--- config.mk ---
export PLATFORM = sky130hd
export DESIGN_NAME = msi_serializer
export DESIGN_NICKNAME = d
export VERILOG_FILES = /design/src/rtl/msi_ser_pkg.sv /design/src/rtl/msi_pend_bank.sv /design/src/rtl/msi_prio_pick.sv /design/src/rtl/msi_issue_fsm.sv /design/src/rtl/msi_serializer.sv
export SDC_FILE = /design/constraint.sdc
export NUM_CORES = 1
export LEC_CHECK = 0
export BUFFER_PORTS_ARGS = -buffer_cell sky130_fd_sc_hd__buf_2
export CORE_MARGIN = 2
export CORE_UTILIZATION = 51
export DETAILED_ROUTE_END_ITERATION = 6
export PLACE_DENSITY_LB_ADDON = 0.08
export SYNTH_ARGS = -nofsm -noshare
export SYNTH_HDL_FRONTEND = slang
export SYNTH_HIERARCHICAL = 1
export SYNTH_SLANG_ARGS = --single-unit
--- constraint.sdc ---
create_clock -name clk -period 1.89 [get_ports clk]
set_input_delay 0.0945 -clock clk [delete_from_list [all_inputs] [get_ports clk]]
set_output_delay 0.0945 -clock clk [all_outputs]
set_load 0.1 [all_outputs]
--- src/rtl/msi_ser_pkg.sv ---
package msi_ser_pkg;

  typedef enum logic {ST_IDLE, ST_WAIT} issue_st_e;

  localparam int unsigned MAX_VEC = 64;

  // Index of the lowest set bit, or MAX_VEC if none is set.
  function automatic int unsigned lowest_set(input logic [MAX_VEC-1:0] bits);
    int unsigned r;
    r = MAX_VEC;
    for (int i = MAX_VEC - 1; i >= 0; i--) begin
      if (bits[i]) r = i;
    end
    return r;
  endfunction

endpackage

--- src/rtl/msi_pend_bank.sv ---
module msi_pend_bank #(
  parameter int unsigned NUM_VEC = 8
) (
  input  logic               clk,
  input  logic               rst,
  input  logic [NUM_VEC-1:0] set_i,
  input  logic [NUM_VEC-1:0] clr_i,
  output logic [NUM_VEC-1:0] pend_o
);
  for (genvar g = 0; g < NUM_VEC; g++) begin : g_bit
    always_ff @(posedge clk) begin
      if (rst)           pend_o[g] <= 1'b0;
      else if (set_i[g]) pend_o[g] <= 1'b1;
      else if (clr_i[g]) pend_o[g] <= 1'b0;
    end
  end
endmodule

--- src/rtl/msi_prio_pick.sv ---
module msi_prio_pick #(
  parameter int unsigned NUM_VEC = 8,
  localparam int unsigned VEC_W = (NUM_VEC > 1) ? $clog2(NUM_VEC) : 1
) (
  input  logic [NUM_VEC-1:0] elig_i,
  output logic               any_o,
  output logic [VEC_W-1:0]   idx_o
);
  logic [msi_ser_pkg::MAX_VEC-1:0] wide;
  int unsigned                     pos;

  always_comb begin
    wide = '0;
    wide[NUM_VEC-1:0] = elig_i;
    pos   = msi_ser_pkg::lowest_set(wide);
    any_o = |elig_i;
    idx_o = any_o ? VEC_W'(pos) : '0;
  end
endmodule

--- src/rtl/msi_issue_fsm.sv ---
module msi_issue_fsm #(
  parameter int unsigned NUM_VEC = 8,
  localparam int unsigned VEC_W = (NUM_VEC > 1) ? $clog2(NUM_VEC) : 1
) (
  input  logic             clk,
  input  logic             rst,
  input  logic             en_i,
  input  logic             gnt_i,
  input  logic             any_i,
  input  logic [VEC_W-1:0] idx_i,
  output logic             req_o,
  output logic [VEC_W-1:0] vec_o,
  output logic             busy_o,
  output logic             retire_o,
  output logic [VEC_W-1:0] infl_o
);
  import msi_ser_pkg::*;

  issue_st_e        st_q;
  logic [VEC_W-1:0] infl_q;
  logic             slot_free;

  always_comb begin
    busy_o    = (st_q == ST_WAIT);
    retire_o  = busy_o && gnt_i;
    slot_free = !busy_o || gnt_i;
    req_o     = slot_free && en_i && any_i;
    vec_o     = idx_i;
    infl_o    = infl_q;
  end

  always_ff @(posedge clk) begin
    if (rst) begin
      st_q   <= ST_IDLE;
      infl_q <= '0;
    end else if (req_o) begin
      st_q   <= ST_WAIT;
      infl_q <= idx_i;
    end else if (retire_o) begin
      st_q   <= ST_IDLE;
    end
  end
endmodule

--- src/rtl/msi_serializer.sv ---
module msi_serializer #(
  parameter int unsigned NUM_VEC = 8,
  localparam int unsigned VEC_W = (NUM_VEC > 1) ? $clog2(NUM_VEC) : 1
) (
  input  logic               clk,
  input  logic               rst,
  input  logic [NUM_VEC-1:0] evt_i,
  input  logic [NUM_VEC-1:0] mask_i,
  input  logic               msi_en_i,
  output logic               req_o,
  output logic [VEC_W-1:0]   vec_o,
  input  logic               gnt_i
);
  logic [NUM_VEC-1:0] pend_q;
  logic [NUM_VEC-1:0] infl_hot;
  logic [NUM_VEC-1:0] clr_vec;
  logic [NUM_VEC-1:0] elig;
  logic               any_elig;
  logic [VEC_W-1:0]   pick_idx;
  logic               busy;
  logic               retire;
  logic [VEC_W-1:0]   infl_idx;

  always_comb begin
    for (int i = 0; i < NUM_VEC; i++) begin
      infl_hot[i] = busy && (infl_idx == VEC_W'(i));
    end
    clr_vec = retire ? infl_hot : '0;
    elig    = pend_q & ~mask_i & ~infl_hot;
  end

  msi_pend_bank #(.NUM_VEC(NUM_VEC)) u_bank (
    .clk(clk), .rst(rst), .set_i(evt_i), .clr_i(clr_vec), .pend_o(pend_q)
  );

  msi_prio_pick #(.NUM_VEC(NUM_VEC)) u_pick (
    .elig_i(elig), .any_o(any_elig), .idx_o(pick_idx)
  );

  msi_issue_fsm #(.NUM_VEC(NUM_VEC)) u_fsm (
    .clk(clk), .rst(rst), .en_i(msi_en_i), .gnt_i(gnt_i),
    .any_i(any_elig), .idx_i(pick_idx),
    .req_o(req_o), .vec_o(vec_o), .busy_o(busy), .retire_o(retire),
    .infl_o(infl_idx)
  );
endmodule

# == Word level (Yosys, flattened, before mapping) ==
# Index checks and enable logic that the tools add are counted.
# op_classes
bitwise,4
add_sub_neg,0
order_cmp,0
muxes,28
mul,0
n_shift,0
eq_ne,7
n_reduce_logical,24
n_div,0
# op_table
op,count
3-bit two-way mux,9
1-bit two-way mux,18
2-bit nonzero test,9
8-bit bitwise AND,2
8-bit inverter,2
3-bit equality test (second input constant),4
1-bit logical AND,11
8-bit two-way mux,1
8-bit OR reduction,1
3-bit by 2-bit equality test with 1-bit output (second input constant),2
3-bit by 1-bit equality test with 1-bit output (second input constant),1
3-bit logical NOT,1
1-bit logical NOT,1
1-bit logical OR,1
# totals
romBits,0
output_inout_bits,4
regBits,12
inputBits,20
latchBits,0
ramBits,0
mem_count,0
wordCells,73

# == Depth between registers and ports, before layout ==
# Gate-level depths: netlist of run 1.
# logic_depth
ltp_word,13
ltp_mapped,9
mapped_depth_nobuf,7

# == Modules after synthesis ==
# The synthesis of run 1 kept the hierarchy.
# by_module_without_submodules
mod,n_inst,area_per_inst_um2,cells_per_inst,seq_area_each_um2
msi_pend_bank,1,381.6,33,160.2
msi_issue_fsm,1,232.7,22,80.1
msi_serializer,1,197.7,35,0.0
msi_prio_pick,1,82.6,13,0.0

# == Worst setup path before layout of run 1 ==
# Ideal clock, no wire load.
# synth_timing
path_type,reg-to-reg
start,"register u_fsm.st_q, in the netlist u_fsm/busy_o"
end,"register u_fsm.infl_q[0], in the netlist u_fsm/infl_o[0]"
synth_period_minus_slack_ns,1.866
arrival_ns,1.795
n_path_buf,1
t_required_ns,1.818
stages_incl_launch_ff,9
setup_slack_ns,0.024
setup_ns,0.072
path_cell_list,dfxtp_1 -> nor2b_1 -> a311oi_1 -> nor4_2 -> nand2_1 -> nand2_4 -> nor2b_4 -> buf_6 -> mux2i_1
# synth_between
elab_cells_between_ends,24
cone_classes,mux: 9; bitwise: 2; reduce/logical: 13
# synth_rtl
item,line,text
start: declaration,msi_issue_fsm.sv:19,issue_st_e st_q;
start signal: assignment,msi_issue_fsm.sv:34,st_q <= ST_IDLE;
start signal: assignment,msi_issue_fsm.sv:37,st_q <= ST_WAIT;
start signal: assignment,msi_issue_fsm.sv:40,st_q <= ST_IDLE;
1-bit logical AND,msi_serializer.sv:26,infl_hot[i] = busy && (infl_idx == VEC_W'(i));
8-bit inverter,msi_serializer.sv:29,elig = pend_q & ~mask_i & ~infl_hot;
8-bit bitwise AND,msi_serializer.sv:29,
net elig[2],msi_serializer.sv:17,logic [NUM_VEC-1:0] elig;
8-bit OR reduction,msi_prio_pick.sv:16,any_o = |elig_i;
net any_elig,msi_serializer.sv:18,logic any_elig;
1-bit logical AND,msi_issue_fsm.sv:27,req_o = slot_free && en_i && any_i;
net req_o,msi_serializer.sv:10,"output logic req_o,"
end signal: assignment,msi_issue_fsm.sv:38,infl_q <= idx_i;
end: declaration,msi_issue_fsm.sv:20,logic [VEC_W-1:0] infl_q;
# The timed path passes the listed nets, and every way through them passes these cells.
# A chain may end at the register's enable or synchronous reset.

# == Worst setup path after layout of run 1 ==
# layout_timing
start,"register u_fsm.infl_q[0], in the netlist u_fsm/infl_o[0]"
end,output vec_o[1]
# layout_between
elab_cells_between_ends,28
cone_classes,eq/ne: 7; mux: 9; bitwise: 2; reduce/logical: 10
# layout_rtl
item,line,text
3-bit equality test (*),msi_serializer.sv:26,
1-bit logical AND (*),msi_serializer.sv:26,
8-bit inverter (*),msi_serializer.sv:29,
8-bit bitwise AND (*),msi_serializer.sv:29,
net elig[4],msi_serializer.sv:17,
3-bit two-way mux (5 in a row),msi_ser_pkg.sv:12,if (bits[i]) r = i;
3-bit two-way mux (*),msi_prio_pick.sv:17,idx_o = any_o ? VEC_W'(pos) : '0;
end: declaration,msi_serializer.sv:11,"output logic [VEC_W-1:0] vec_o,"
# The timed path passes the listed nets; every way through them passes the cells marked *.

==> impl_metrics.py, run 1 <==
metrics = {
    "status": {
        "status": "finished with violations",
        "violations": "negative setup slack",
    },
    "clock_tree": {
        "clk_path_buf_depth": 2,
        "cts_root_buf": "clkbuf_4",
        "cts.sinks": 12,
        "cts_buffers": 3,
        "path_clk_slew_ns": 0.08,
        "clkLatencyLatePin_ns": 0.28,
        "htreeDepth": 1,
        "cts_tree": "built",
    },
    "synth": {
        "synth_common_cells": "inv_1, dfxtp_1, nand2b_1, nand2b_4, nor2_1",
        "synth_edf_count": 0,
        "synth_top_area_share": 0.2685,
        "seq_area_frac_synth": 0.2685,
        "syn_area_um2": 894.6,
        "yosysUniqueCellTypes": 32,
        "yosys.area.top_type": "dfxtp_1",
        "netlist_instances": 103,
        "synth_fp_nets": 123,
        "synth.mux.area_fraction": 0.03357,
        "synth_fa_ha_area_frac": 0,
        "yosysMostFrequentCell": "inv_1",
        "yosys_warnings": 6,
        "synthFlopType": "dfxtp_1",
        "yosys.area_share.simple": 0.3846,
        "syn_area_per_cell_um2": 8.686,
        "synth-compound-area-share": 0.1888,
        "synth_top_family_by_area": "simple AND/OR/NAND/NOR gates",
        "async_flop_share": 0,
        "synth.area.top_cells": "dfxtp_1, nand2b_4, a21oi_2",
        "ys_ff_latch": 12,
        "synthXorXnorAreaFrac": 0,
    },
    "floorplan": {
        "die_w_um": 45.88,
        "die_area_mm2": 0.002105,
        "rows": 15,
        "num_io_pins": 24,
        "core_area_mm2": 0.001689,
        "die_y_um": 45.88,
        "initial_utilization": 0.5296,
    },
    "final_layout": {
        "area_growth_pct": 57.48,
        "final_area_mm2": 0.001409,
        "fin_cells": 162,
        "final.fill_count": 95,
        "diodes": 0,
        "fin_util": 0.8341,
        "drive_above_1_share": 0.6483,
        "nNetsFinal": 166,
    },
    "placed_design": {
        "io_buffers": 23,
        "dpl_worst_slack_ns": 0.002411,
        "gpl.final_weighted_congestion": 0.7856,
        "dpl-instance-area_mm2": 0.001111,
        "dp_hpwl_mm": 1.440,
        "dp_cells": 146,
    },
    "worst_hold_path": {
        "hp-class": "input pin to register",
    },
    "sta": {
        "hold_viol_final": 0,
        "max_freq_mhz": 497.3,
        "skew_ns": 0.001729,
        "slew_headroom": 0.7492,
        "fin_hold_ws_ns": 0.04996,
        "min_period_ns": 2.011,
        "setup_tns_ns": -0.2732,
        "setup_slack_ns": -0.1209,
        "worst_pin_slew_ns": 0.3763,
        "finalCritPeriodShare": 1.064,
        "grt_setup_unrepaired": "yes",
        "setup_violations": 3,
        "slew_violations": 0,
    },
    "global_routing": {
        "grt_max_degree": 16,
        "grt_pass1_vias": 814,
        "grt_usage": 0.2313,
        "gr-total-overflow": 0,
        "antenna_found_initial": 0,
        "grt_first_pass_wirelength_mm": 3.463,
    },
    "power_and_ir_drop": {
        "p_leak_nw": 0.6011,
        "power.density_mw_per_mm2": 633.1,
        "vdd_drop_max_uv": 425.3,
        "power_mw": 0.8920,
    },
    "worst_setup_path": {
        "worstPathRequired_ns": 1.80,
        "arrival_ns": 1.92,
        "end_kind": "primary output",
        "cp-start-kind": "register",
        "critPathKind": "register to primary output",
        "cp_max_fo": 6,
    },
    "routing": {
        "wl_mm": 2.429,
        "final_antenna_net_count": 0,
        "wire_per_inst_um": 14.99,
        "drt_iter0_markers": 14,
        "drc": 0,
        "dr.pass1.iters": 4,
        "vias": 877,
        "vias_per_cell": 5.414,
    },
    "job": {
        "drv_cap": 0,
    },
}
-- cells by family (layout without fill, tap and decap cells) --
| group | count (synthesis) | after routing |
|---|---|---|
| and+or+nand+nor | 45 | 45 |
| muxes | 3 | 3 |
| AOI/OAI and AO/OA | 21 | 21 |
| DFF | 12 | 12 |
| buffers and inverters | 22 | 64 |
-- power by group --
part	total (mW)	internal (mW)	switching, mW
clock	0.207	0.117	0.0897
sequential	0.303	0.272	0.0310
combinational	0.382	0.177	0.205
-- worst max-delay path, cell delays in order, from the launching register on --
cell	delay, ns
dfxtp_4	0.38
nand3b_1	0.21
o211a_4	0.29
nor2_2	0.09
o21ai_1	0.08
a211oi_2	0.26
buf_4	0.17
buf_12	0.16
-- timing repair --
item | CTS | global route
setup endpoints to repair | 6 | 8
resized for setup | 21 | 17
setup buffers | 11 | 3
hold buffers | 0 | 0
pin swaps | 8 | 5
-- cell type report --
cell class	instances	area, um^2	area share
inverters	15	56.30	0.03996
repair buffers	45	344.1	0.2442
clock buffers	4	36.28	0.02575
flip-flops and latches	12	255.2	0.1812
well taps	17	21.27	0.01510
multi-input cells	69	695.7	0.4938
-- cell usage in the layout (no fill, tap or decap), types with 2 or more instances in the layout --
master,n
nor2_2,3
clkbuf_4,3
a21oi_1,2
a21oi_2,9
nor2_4,2
o211a_4,2
dfxtp_1,8
dfxtp_4,4
nor2_1,4
nor4_4,2
nand2b_1,9
buf_4,21
nand2b_4,9
buf_12,4
nor3_1,2
inv_1,15
buf_2,19
nand2_1,3
mux2i_1,2
nor2b_4,3
-- path summary, 6_finish.rpt --
| kind | slack (ns) | cells after the start | end | start |
|---|---|---|---|---|
| worst max-delay path | -0.12 | 7 | vec_o[1] | u_fsm/infl_o[0] |
| worst min-delay path | 0.05 | 3 | u_bank/pend_o[7] | evt_i[7] |
| worst max register to register | 0.04 | 11 | u_bank/pend_o[4] | u_fsm/infl_o[0] |
| worst min register to register | 0.49 | 2 | u_bank/pend_o[0] | u_bank/pend_o[0] |
-- registers in the layout, summed over array words and instances, names as in the netlist --
| name | cells |
|---|---|
| u_fsm/busy_o | 1 |
| u_fsm/infl_o | 3 |
| u_bank/pend_o | 8 |
-- routing by layer --
metal  share of wire  global-route usage  vias up
met4          0.0021             0.06286        0
met3           0.053             0.05952        2
met1            0.38              0.2624      418
li1                -                   -      427
met2            0.56              0.4194       30
met5               0                   0        -
Note: power is estimated with default switching activity, not from simulation.
==> inputs of run 2 (changes only) <==
==> constraint.sdc (replaced) <==
create_clock -name clk -period 1.89 [get_ports clk]
set_input_delay 0.2835 -clock clk [delete_from_list [all_inputs] [get_ports clk]]
set_output_delay 0.2835 -clock clk [all_outputs]
set_load 0.1 [all_outputs]
==> run 2 against run 1 <==
Compared with the run above: the run still ends with negative setup slack left; first-iteration DRC count is 57% higher; hold slack better by 0.18 ns; maximum frequency is 12% lower; clock power is 7% higher; critical path type unchanged; highest routed layer unchanged.
==> impl_metrics.py, run 2 (synthesized netlist as in run 1, its figures left out) <==
metrics = {
    "status": {
        "status": "finished with violations",
        "violations": "negative setup slack",
    },
    "routing": {
        "dr.pass1.iters": 4,
        "drt_iter0_markers": 22,
        "vias": 924,
        "wl_met1_mm": 1.131,
        "met2_wirelength_mm": 1.619,
        "highest_layer": "met4",
        "wire_per_inst_um": 18.47,
        "wl_mm": 3.047,
        "vias_per_cell": 5.600,
        "drc": 0,
        "wl_met3_um": 174,
        "final_antenna_net_count": 0,
    },
    "worst_setup_path": {
        "cp_max_fo": 6,
        "rr_startpoint": "u_fsm/infl_o[2]",
        "end_kind": "primary output",
        "crit_start": "u_fsm/infl_o[2]",
        "critPathKind": "register to primary output",
        "arrival_ns": 2.01,
        "reg2reg_slack_ns": -0.20,
        "reg2reg_depth": 11,
        "cp-start-kind": "register",
        "cp-endpoint": "req_o",
        "worstPathRequired_ns": 1.61,
        "r2r_end": "u_fsm/infl_o[0]",
    },
    "placed_design": {
        "io_buffers": 23,
        "dp_hpwl_mm": 1.531,
        "gpl.final_weighted_congestion": 0.8244,
        "dpl-instance-area_mm2": 0.001185,
    },
    "clock_tree": {
        "cts_tree": "built",
        "cts.sinks": 12,
        "cts_buffers": 3,
        "cts_root_buf": "clkbuf_4",
        "clkLatencyLatePin_ns": 0.29,
        "htreeDepth": 1,
        "clk_path_buf_depth": 2,
        "path_clk_slew_ns": 0.09,
    },
    "global_routing": {
        "grt_first_pass_wirelength_mm": 3.436,
        "grt_pass1_vias": 825,
        "grt_max_degree": 16,
        "antenna_found_initial": 0,
        "grt_usage": 0.2365,
        "gr-total-overflow": 0,
    },
    "floorplan": {
        "die_area_mm2": 0.002105,
        "initial_utilization": 0.5296,
        "die_w_um": 45.88,
        "num_io_pins": 24,
        "core_area_mm2": 0.001689,
        "rows": 15,
        "die_y_um": 45.88,
    },
    "final_layout": {
        "seqCellArea_um2": 255.2,
        "drive_above_1_share": 0.6486,
        "area_growth_pct": 65.31,
        "nNetsFinal": 169,
        "diodes": 0,
        "most-common-layout-cells": "buf_4, buf_2, inv_1",
        "fin_util": 0.8756,
        "multi_input_area_um2": 726.9,
        "layout_commonest_cell": "buf_4",
        "largest_reg_flops": 8,
        "largest-register": "u_bank/pend_o",
        "final.fill_count": 87,
        "final_area_mm2": 0.001479,
    },
    "sta": {
        "worst_pin_slew_ns": 0.4229,
        "finalCritPeriodShare": 1.211,
        "max_freq_mhz": 436.9,
        "hold_viol_final": 0,
        "slew_headroom": 0.7181,
        "setup_violations": 7,
        "min_period_ns": 2.289,
        "slew_violations": 0,
        "skew_ns": 0.001686,
        "grt_setup_unrepaired": "yes",
        "setup_slack_ns": -0.3991,
    },
    "power_and_ir_drop": {
        "power_frac_seq": 0.314,
        "power_mw": 0.9534,
        "p_switching_mw": 0.3673,
        "p_int_mw": 0.5861,
        "pwr-share-comb": 0.454,
        "power.density_mw_per_mm2": 644.7,
        "vdd_drop_max_uv": 553.3,
        "clkPwrFrac": 0.232,
        "p_leak_nw": 0.6418,
        "swShare": 0.3853,
    },
    "worst_hold_path": {
        "hp-class": "input pin to register",
    },
    "job": {
        "drv_cap": 0,
    },
}
==> run 2: changes by cell type in the layout (fill, tap and decap cells not counted), sizes merged <==
cell / before / now
clkbuf: 4 / 5
buf: 45 / 47
==> run 2: worst max-delay path: stages (launching register included) <==
cell	delay, ns
dfxtp_4	0.39
buf_6	0.11
nand4_1	0.09
and3b_2	0.25
nor4_4	0.33
buf_4	0.20
nand2_4	0.05
nand2_4	0.09
nor2b_4	0.05
buf_12	0.16
==> run 2: area by class of cell <==
cell class / instances / share of cell area
Sequential cell: 12 / 0.1726
Clock buffer: 4 / 0.02453
Inverter: 15 / 0.03807
Multi-Input combinational cell: 69 / 0.4915
Tap cell: 17 / 0.01438
Timing Repair Buffer: 48 / 0.2589
==> run 2: layer usage <==
metal | GRT usage | vias up
met5 | 0 | -
met1 | 0.2542 | 442
met2 | 0.4056 | 37
met4 | 0.1371 | 0
met3 | 0.06746 | 14
li1 | - | 431
==> run 2: worst min path at each step <==
| stage | start | endpoint | slack (ns) | depth (start not counted) |
|---|---|---|---|---|
| 2_1_floorplan | rst | u_fsm/busy_o | 0.35 | 1 |
| 3_3_place_gp | u_bank/pend_o[0] | u_bank/pend_o[0] | 0.47 | 2 |
| 3_5_place_dp | u_bank/pend_o[2] | u_bank/pend_o[2] | 0.48 | 2 |
| 4_1_cts | evt_i[4] | u_bank/pend_o[4] | 0.23 | 3 |
| 5_1_grt | evt_i[6] | u_bank/pend_o[6] | 0.23 | 3 |
| 6_report | evt_i[4] | u_bank/pend_o[4] | 0.23 | 3 |
==> run 2: power by group through the flow <==
stage,Combinational (mW),Clock [mW],Sequential [mW]
after floorplan,0.226,0,0.297
after global placement,0.319,0,0.301
after detailed placement,0.323,0,0.302
after CTS,0.357,0.219,0.299
after global routing,0.447,0.235,0.302
final,0.433,0.221,0.299
==> run 2: metrics by stage <==
stage	setup TNS (ns)	setup WS [ns]	hold slack [ns]	cells
floorplan	-0.0009803	-0.0009803	0.3452	103
global placement	-0.1348	-0.06981	0.4739	152
detailed placement	-0.2102	-0.1039	0.4809	152
CTS	-1.284	-0.3304	0.2326	159
global route	-2.255	-0.4494	0.2254	165
finish	-1.909	-0.3991	0.2258	165
==> run 2: repair_timing <==
item,in CTS,in global routing
setup endpoints to repair,7,7
gates resized for setup,11,29
pin swaps,2,9
hold buffers,0,0
gates cloned,0,0
setup buffers,3,7
==> inputs of run 3 (changes only) <==
Settings changed: CORE_UTILIZATION 51 to 55, MAX_ROUTING_LAYER set to met4.
Clock period 1.89 ns to 2.9 ns, I/O delays scaled along.
==> run 3 against run 2 <==
Compared with the run above: the flow now finishes without violations; register-to-register slack better by 1.2 ns; final area down 31%; critical endpoint is now vec_o[1]; largest power group is now registers; non-clock buffer count down 24; sequential share of layout area up 6.2 points; combinational power down 64%; die area down 6.6%; first-iteration DRC count down 82%.
==> impl_metrics.py, run 3 (synthesized netlist as in run 1, its figures left out) <==
metrics = {
    "global_routing": {
        "met1_usage": 0.2231,
        "grt_usage": 0.1950,
        "grt_first_pass_wirelength_mm": 2.642,
        "grt_max_degree": 16,
        "busiest_layer": "met2",
        "antenna_found_initial": 0,
        "grt_pass1_vias": 639,
        "use_met2": 0.3059,
        "grt_use_met3": 0.07347,
        "gr-total-overflow": 0,
    },
    "clock_tree": {
        "clk_path_buf_depth": 2,
        "clkLatencyLatePin_ns": 0.28,
        "cts_buffers": 3,
        "cts_root_buf": "clkbuf_4",
        "cts_tree": "built",
        "path_clk_slew_ns": 0.07,
        "cts.sinks": 12,
        "htreeDepth": 1,
    },
    "final_layout": {
        "fin_util": 0.6724,
        "nNetsFinal": 145,
        "layout_commonest_cell": "buf_2",
        "largest-register": "u_bank/pend_o",
        "largest_reg_flops": 8,
        "area_growth_pct": 14.55,
        "drive_above_1_share": 0.4113,
        "final.fill_count": 129,
        "most-common-layout-cells": "buf_2, inv_1, dfxtp_1",
        "diodes": 0,
    },
    "power_and_ir_drop": {
        "p_int_mw": 0.3062,
        "power.density_mw_per_mm2": 473.3,
        "p_leak_nw": 0.4565,
        "clkPwrFrac": 0.280,
        "swShare": 0.3686,
        "power_frac_seq": 0.399,
        "vdd_drop_max_uv": 376.1,
        "p_switching_mw": 0.1787,
        "pwr-share-comb": 0.320,
    },
    "floorplan": {
        "num_io_pins": 24,
        "die_y_um": 44.33,
        "die_area_mm2": 0.001965,
        "rows": 14,
        "core_area_mm2": 0.001524,
        "die_w_um": 44.33,
        "initial_utilization": 0.5870,
    },
    "sta": {
        "setup_tns_ns": 0,
        "min_period_ns": 2.743,
        "setup_violations": 0,
        "finalCritPeriodShare": 0.9459,
        "slew_headroom": 0.6728,
        "slew_violations": 0,
        "worst_pin_slew_ns": 0.4875,
        "hold_viol_final": 0,
        "grt_setup_unrepaired": "no",
        "max_freq_mhz": 364.5,
        "skew_ns": 0.002408,
    },
    "placed_design": {
        "dp_hpwl_mm": 1.319,
        "io_buffers": 23,
        "gpl.final_weighted_congestion": 0.8462,
    },
    "routing": {
        "dr.pass1.iters": 3,
        "drt_iter0_markers": 4,
        "final_antenna_net_count": 0,
        "vias": 730,
        "drc": 0,
        "wire_per_inst_um": 11.77,
        "vias_per_cell": 5.214,
        "wl_mm": 1.648,
    },
    "worst_setup_path": {
        "critPathKind": "register to primary output",
        "arrival_ns": 2.31,
        "worstPathRequired_ns": 2.47,
        "cp-start-kind": "register",
        "reg2reg_slack_ns": 0.96,
        "cp_max_fo": 10,
        "rr_startpoint": "u_fsm/busy_o",
        "reg2reg_depth": 7,
        "r2r_end": "u_fsm/infl_o[2]",
        "end_kind": "primary output",
    },
    "worst_hold_path": {
        "min-delay-start": "evt_i[3]",
        "hp-class": "input pin to register",
        "hold_depth": 3,
        "min_to": "u_bank/pend_o[3]",
    },
    "job": {
        "drv_cap": 0,
    },
    "status": {
        "status": "finished clean",
    },
}
-- run 3: critical path, cell delays in order, from the launching register on --
cell      delay, ns
dfxtp_1        0.41
nor2b_1        0.21
a311oi_1       0.42
o21ai_0        0.16
a211oi_1       0.34
buf_2          0.49
-- run 3: routing by layer --
layer	share of wire	vias to the layer above
met5	0	-
met4	0.024	0
met3	0.047	4
met2	0.46	19
met1	0.47	324
li1	-	383
-- run 3: worst max-delay path by stage --
stage / start / end / cells after the start
6_report: u_fsm/busy_o / vec_o[1] / 5
5_1_grt: u_fsm/busy_o / vec_o[1] / 5
3_3_place_gp: u_fsm/busy_o / vec_o[1] / 5
2_1_floorplan: u_fsm/busy_o / vec_o[0] / 6
4_1_cts: u_fsm/busy_o / vec_o[1] / 5
3_5_place_dp: u_fsm/busy_o / vec_o[1] / 5
-- run 3: layout make-up --
cell class              count  area, um^2  area share
multi-input cells          69       549.3      0.5360
flip-flops and latches     12       240.2      0.2344
repair buffers             24       122.6      0.1197
inverters                  15       56.30     0.05495
clock buffers               4       36.28     0.03541
well taps                  16       20.02     0.01954
-- run 3: timing repair --
item,4_1_cts,5_1_grt
setup endpoints to repair,0,2
gates resized for setup,0,1
buffers inserted,0,0
hold buffers,0,0
-- run 3: metrics by stage --
step | area [um^2] | instances | hold WS [ns] | setup WS, ns | power, mW
after floorplan | 894.6 | 103 | 0.4447 | 0.7577 | 0.3320
after detailed placement | 982.2 | 136 | 0.4800 | 0.3886 | 0.3527
final | 1025 | 140 | 0.3845 | 0.1568 | 0.4850
after CTS | 1018 | 140 | 0.3790 | 0.07994 | 0.4891
after global routing | 1025 | 140 | 0.3792 | 0.002282 | 0.5122
after global placement | 982.2 | 136 | 0.4710 | 0.5217 | 0.3497
-- run 3: power by group through the flow --
stage	logic, mW	registers, mW	clock network [mW]
2_1_floorplan	0.139	0.193	0
3_3_place_gp	0.153	0.197	0
3_5_place_dp	0.155	0.198	0
4_1_cts	0.155	0.194	0.140
5_1_grt	0.166	0.196	0.150
6_report	0.155	0.194	0.136
